--- config.mk ---
export PLATFORM = sky130hd
export DESIGN_NAME = sbg_stream_gen
export DESIGN_NICKNAME = d
export VERILOG_FILES = /design/src/rtl/sbg_pkg.sv /design/src/rtl/sbg_scaler.sv /design/src/rtl/sbg_prob_lut.sv /design/src/rtl/sbg_lfsr.sv /design/src/rtl/sbg_stream_gen.sv
export SDC_FILE = /design/constraint.sdc
export NUM_CORES = 1
export LEC_CHECK = 0
export BUFFER_PORTS_ARGS = -buffer_cell sky130_fd_sc_hd__buf_4
export CORE_MARGIN = 5
export CORE_UTILIZATION = 46
export DETAILED_ROUTE_END_ITERATION = 12
export PLACE_DENSITY = 0.67
export SLEW_MARGIN = 20
export SYNTH_ARGS = -nofsm -noshare
export SYNTH_HDL_FRONTEND = slang
export SYNTH_SLANG_ARGS = --single-unit
--- constraint.sdc ---
create_clock -name clk -period 5.2 [get_ports clk]
set_input_delay 1.04 -clock clk [delete_from_list [all_inputs] [get_ports clk]]
set_output_delay 1.04 -clock clk [all_outputs]
set_load 0.1 [all_outputs]
--- src/rtl/sbg_pkg.sv ---
package sbg_pkg;

  typedef enum logic [0:0] {
    ST_IDLE = 1'b0,
    ST_RUN  = 1'b1
  } sbg_state_e;

  // Logistic probability scaled to 2^pw, saturated outside +/- sat codes.
  function automatic int sig_entry(input int code, input int frac,
                                   input int pw, input int sat);
    real l;
    real p;
    int  full;
    full = 1 << pw;
    if (code <= -sat) return 0;
    if (code >= sat) return full;
    l = real'(code) / real'(1 << frac);
    p = $exp(l) / ($exp(l) + 1.0);
    return $rtoi(p * real'(full) + 0.5);
  endfunction

endpackage

--- src/rtl/sbg_scaler.sv ---
module sbg_scaler #(
  parameter int LLR_W   = 6,
  parameter int SC_W    = 4,
  parameter int SC_FRAC = 3
) (
  input  logic signed [LLR_W-1:0] llr,
  input  logic                    en,
  input  logic        [SC_W-1:0]  scale,
  output logic signed [LLR_W-1:0] llr_out
);
  localparam int PROD_W = LLR_W + SC_W + 1;
  localparam logic signed [PROD_W-1:0] MAXV = PROD_W'((1 << (LLR_W-1)) - 1);
  localparam logic signed [PROD_W-1:0] MINV = -PROD_W'(1 << (LLR_W-1));

  logic signed [PROD_W-1:0] llr_ext;
  logic signed [PROD_W-1:0] scale_ext;
  logic signed [PROD_W-1:0] prod;
  logic signed [PROD_W-1:0] shifted;

  always_comb begin
    llr_ext   = PROD_W'(llr);
    scale_ext = $signed(PROD_W'(scale));
    prod      = llr_ext * scale_ext;
    shifted   = prod >>> SC_FRAC;
    if (!en)
      llr_out = llr;
    else if (shifted > MAXV)
      llr_out = MAXV[LLR_W-1:0];
    else if (shifted < MINV)
      llr_out = MINV[LLR_W-1:0];
    else
      llr_out = shifted[LLR_W-1:0];
  end
endmodule

--- src/rtl/sbg_prob_lut.sv ---
module sbg_prob_lut #(
  parameter int LLR_W    = 6,
  parameter int FRAC     = 2,
  parameter int P_W      = 10,
  parameter int SAT_CODE = 28
) (
  input  logic signed [LLR_W-1:0] addr,
  output logic        [P_W:0]     prob
);
  localparam int DEPTH = 1 << LLR_W;
  localparam int HALF  = DEPTH / 2;
  localparam int PW1   = P_W + 1;

  logic [P_W:0]     tbl [DEPTH];
  logic [LLR_W-1:0] idx;

  for (genvar gi = 0; gi < DEPTH; gi++) begin : g_ent
    localparam int CODE = gi - HALF;
    assign tbl[gi] = PW1'(sbg_pkg::sig_entry(CODE, FRAC, P_W, SAT_CODE));
  end

  // Offset-binary index: flipping the sign bit maps -HALF..HALF-1 to 0..DEPTH-1.
  assign idx  = {~addr[LLR_W-1], addr[LLR_W-2:0]};
  assign prob = tbl[idx];
endmodule

--- src/rtl/sbg_lfsr.sv ---
module sbg_lfsr #(
  parameter int         W        = 10,
  parameter logic [W-1:0] TAP_MASK = 10'h240,
  parameter logic [W-1:0] INIT     = 10'h001
) (
  input  logic         clk,
  input  logic         rst_n,
  input  logic         load,
  input  logic [W-1:0] seed,
  input  logic         adv,
  output logic [W-1:0] q
);
  logic         fb;
  logic [W-1:0] seed_fix;

  assign fb       = ^(q & TAP_MASK);
  assign seed_fix = (seed == '0) ? W'(1) : seed;

  always_ff @(posedge clk) begin
    if (!rst_n)
      q <= INIT;
    else if (load)
      q <= seed_fix;
    else if (adv)
      q <= {q[W-2:0], fb};
  end
endmodule

--- src/rtl/sbg_stream_gen.sv ---
module sbg_stream_gen #(
  parameter int LLR_W    = 6,
  parameter int LLR_FRAC = 2,
  parameter int SC_W     = 4,
  parameter int SC_FRAC  = 3,
  parameter int RND_W    = 10,
  parameter int MAX_LOG  = 10,
  parameter int LOG_W    = 4,
  parameter int SAT_CODE = 28
) (
  input  logic             clk,
  input  logic             rst_n,
  input  logic             llr_valid,
  output logic             llr_ready,
  input  logic [LLR_W-1:0] llr_data,
  input  logic             scale_en,
  input  logic [SC_W-1:0]  scale_q,
  input  logic [LOG_W-1:0] len_log2,
  input  logic             seed_load,
  input  logic [RND_W-1:0] seed,
  output logic             bit_valid,
  input  logic             bit_ready,
  output logic             bit_data,
  output logic             bit_last,
  output logic             done
);
  import sbg_pkg::*;

  localparam int CNT_W = MAX_LOG;
  localparam logic [LOG_W-1:0] LOG_CAP = LOG_W'(MAX_LOG);

  sbg_state_e          state;
  logic signed [LLR_W-1:0] llr_scaled;
  logic [RND_W:0]      lut_prob;
  logic [RND_W:0]      prob_q;
  logic [RND_W-1:0]    lfsr_q;
  logic [CNT_W-1:0]    cnt;
  logic [CNT_W-1:0]    last_idx;
  logic [CNT_W-1:0]    len_m1;
  logic [CNT_W:0]      span;
  logic [LOG_W-1:0]    eff_log;
  logic                done_q;
  logic                accept;
  logic                consume;

  sbg_scaler #(.LLR_W(LLR_W), .SC_W(SC_W), .SC_FRAC(SC_FRAC)) u_scaler (
    .llr    ($signed(llr_data)),
    .en     (scale_en),
    .scale  (scale_q),
    .llr_out(llr_scaled)
  );

  sbg_prob_lut #(.LLR_W(LLR_W), .FRAC(LLR_FRAC), .P_W(RND_W),
                 .SAT_CODE(SAT_CODE)) u_lut (
    .addr(llr_scaled),
    .prob(lut_prob)
  );

  sbg_lfsr #(.W(RND_W)) u_lfsr (
    .clk  (clk),
    .rst_n(rst_n),
    .load (seed_load && (state == ST_IDLE)),
    .seed (seed),
    .adv  (consume),
    .q    (lfsr_q)
  );

  always_comb begin
    eff_log = (len_log2 > LOG_CAP) ? LOG_CAP : len_log2;
    span    = (CNT_W+1)'(1) << eff_log;
    len_m1  = CNT_W'(span - 1'b1);
  end

  assign llr_ready = (state == ST_IDLE);
  assign accept    = llr_valid && llr_ready;
  assign bit_valid = (state == ST_RUN);
  assign consume   = bit_valid && bit_ready;
  assign bit_data  = bit_valid && ({1'b0, lfsr_q} < prob_q);
  assign bit_last  = bit_valid && (cnt == last_idx);
  assign done      = done_q;

  always_ff @(posedge clk) begin
    if (!rst_n) begin
      state    <= ST_IDLE;
      prob_q   <= '0;
      cnt      <= '0;
      last_idx <= '0;
      done_q   <= 1'b0;
    end else begin
      done_q <= 1'b0;
      unique case (state)
        ST_IDLE: begin
          if (accept) begin
            prob_q   <= lut_prob;
            cnt      <= '0;
            last_idx <= len_m1;
            state    <= ST_RUN;
          end
        end
        ST_RUN: begin
          if (consume) begin
            if (cnt == last_idx) begin
              state  <= ST_IDLE;
              done_q <= 1'b1;
            end else begin
              cnt <= cnt + 1'b1;
            end
          end
        end
        default: state <= ST_IDLE;
      endcase
    end
  end
endmodule

==> results.sh <==
export IMPL_criticalPathCategory="primary input to register"
export IMPL_antenna_found_initial=0
export IMPL_drtAntennaViolNets=0
export IMPL_synthTopCellsByCount="nor2_1, nand2_1, dfxtp_1, inv_1, o21ai_0"
export IMPL_crit_path_frequent_cell="buf_4"
export IMPL_min_period_ns=5.15
export IMPL_power_density_mw_per_mm2=395
export IMPL_synth_cells=522
export IMPL_clk_pin_slew_ns=0.08
export IMPL_ys_warn_count=0
export IMPL_worst_pin_slew_ns=0.720
export IMPL_ys_top_cells_by_area="dfxtp_1, ha_1, fa_1"
export IMPL_syn_to_final_growth_pct=28.5
export IMPL_netlist_area_mm2=0.00406
export IMPL_skew_ns=0.00322
export IMPL_drc=0
export IMPL_synth_flop_cell="dfxtp_1"
export IMPL_via_per_inst=5.56
export IMPL_syn_nets=598
export IMPL_yosys_area_top_type_share=0.212
export IMPL_crit_family="adder cells"
export IMPL_wl_per_cell_um=14.6
export IMPL_htreeDepth=2
export IMPL_clock_fmax_mhz=194
export IMPL_cts_hold_fix_buffers=0
export IMPL_yosysTopAreaCell="dfxtp_1"
export IMPL_timing_hold_ws_ns=0.469
export IMPL_initial_core_util=0.467
export IMPL_die_x_um=104
export IMPL_cts_tree="built"
export IMPL_finalPower_w=0.00206
export IMPL_clock_sinks=43
export IMPL_drive_above_1_share=0.262
export IMPL_maxCapViolCount=0
export IMPL_critPathBufInv=7
export IMPL_grt_max_degree=28
export IMPL_cts_buffers_inserted=5
export IMPL_core_area_mm2=0.00868
export IMPL_place_area_mm2=0.00489
export IMPL_ys_seq_elements=43
export IMPL_yosysMostFrequentCell="nor2_1"
export IMPL_clock_latency_ns=0.29
export IMPL_gp_congestion=0.888
export IMPL_ys_types=64
export IMPL_endpoint_kind="register"
export IMPL_die_area_mm2=0.0108
export IMPL_critPathArrivalTime_ns=5.39
export IMPL_overflow=0
export IMPL_synth_seq_area_share=0.212
export IMPL_synthArstFlopShare=0
export IMPL_drt_iter0_markers=189
export IMPL_vias=3999
export IMPL_setup_viol=0
export IMPL_slowest_stage="fa_1"
export IMPL_fin_util=0.600
export IMPL_wl_um=10500
export IMPL_place_hpwl_um=8110
export IMPL_path_cells="buf_4, and2_4, ha_4, fa_1, inv_1, fa_1, inv_1, ha_2, buf_4, nor2b_1, o311a_1, a311o_1, buf_4, a21boi_4, o22a_4, inv_2, buf_4, ha_4, mux2i_1, a2111oi_2, a31oi_1, o311a_1"
export IMPL_port_buffers=34
export IMPL_rows=34
export IMPL_slew_headroom=0.517
export IMPL_p_leak_nw=2.17
export IMPL_die_h_um=104
export IMPL_track_usage=0.187
export IMPL_crit_required_ns=5.44
export IMPL_cpPeakStageDelay_ns=0.49
export IMPL_min_path_type="register to register"
export IMPL_dr_pass1_iters=5
export IMPL_layout_worst_path_cycle_share=0.991
export IMPL_synth_edff_count=0
export IMPL_pin_count=35
export IMPL_peakVddDrop_mv=0.195
export IMPL_grt_pass1_wl_um=17700
export IMPL_fin_area_mm2=0.00521
export IMPL_outcome="completed"
export IMPL_root_buffer="clkbuf_8"
export IMPL_clk_path_buf_depth=2
export IMPL_timing_final_max_slew_violations=0
export IMPL_n_antenna_cell=0
export IMPL_fin_nets=686
export IMPL_critPathLaunchType="primary input"
export IMPL_grt_pass1_vias=3858
export IMPL_cp_max_fo=6
export IMPL_hold_viol_final=0
export IMPL_syn_avg_cell_area_um2=7.77
## routing by layer
layer | wire [um] | up-vias | track usage
met5 | 0 | - | 0
met1 | 4810 | 1822 | 0.254
met2 | 4950 | 131 | 0.306
met4 | 188 | 0 | 0.0555
li1 | - | 2024 | -
met3 | 538 | 22 | 0.0298
## cells in the final DEF (no fill, tap or decap), types with 9 or more instances in the layout
cell type / n
a21oi_1: 27
nand3_1: 11
inv_1: 41
o21ai_0: 32
dfxtp_1: 43
and2_1: 16
xor2_1: 10
nand2_1: 44
buf_4: 100
fa_1: 11
nand4_1: 9
ha_1: 22
a31oi_1: 10
nor3_1: 10
ha_4: 10
nor2_1: 59
xnor2_1: 15
## stage by stage
step           setup WS [ns]  setup TNS (ns)  cells
4_1_cts               0.0208               0    712
5_1_grt              -0.0754          -0.144    719
2_1_floorplan        -0.0522         -0.0522    522
3_5_place_dp          -0.409           -2.81    704
6_report              0.0464               0    719
3_3_place_gp          -0.332           -2.14    704
## final timing paths
path	from	end	slack, ns	depth (start not counted)
setup / recovery	scale_q[3]	prob_q[0]	0.05	22
setup reg to reg	cnt[5]	cnt[8]	2.65	9
hold reg to reg	last_idx[9]	last_idx[9]	0.47	2
hold / removal	last_idx[9]	last_idx[9]	0.47	2
## registers in the layout, indices dropped and copies added (netlist names)
| name | flops |
|---|---|
| bit_valid | 1 |
| cnt | 10 |
| done | 1 |
| last_idx | 10 |
| prob_q | 11 |
| u_lfsr.q | 10 |
## power by group
part	internal [W]	switching, W
logic	0.000691	0.000745
registers	0.000366	0.0000252
clock network	0.000121	0.000110
## kinds of logic after synthesis
kind of cell / synth area share
and+or+nand+nor: 0.214
AOI/OAI and AO/OA: 0.265
buffers and inverters: 0.0722
adders and majority gates: 0.166
DFF: 0.212
xor gates and xnor gates: 0.0583
muxes: 0.0130
## area by class of cell
| cell class | count | area [um2] |
|---|---|---|
| Timing Repair Buffer | 103 | 793 |
| Tap cell | 108 | 135 |
| Inverter | 45 | 169 |
| Clock buffer | 8 | 100 |
| Fill cell | 802 | 3470 |
| Multi-Input combinational cell | 412 | 3150 |
| Sequential cell | 43 | 861 |
## timing repair
action | in CTS | in global routing
resized for setup | 3 | 28
setup buffers | 0 | 7
pin swaps | 1 | 18
setup endpoints to repair | 4 | 10
endpoints found under the hold margin | 0 | 0
## worst min-delay path: stages (launching register included)
cell and delay (ns):
dfxtp_1 0.32, nand2_1 0.06, a21oi_1 0.05
(Power assumes the default switching activity.)
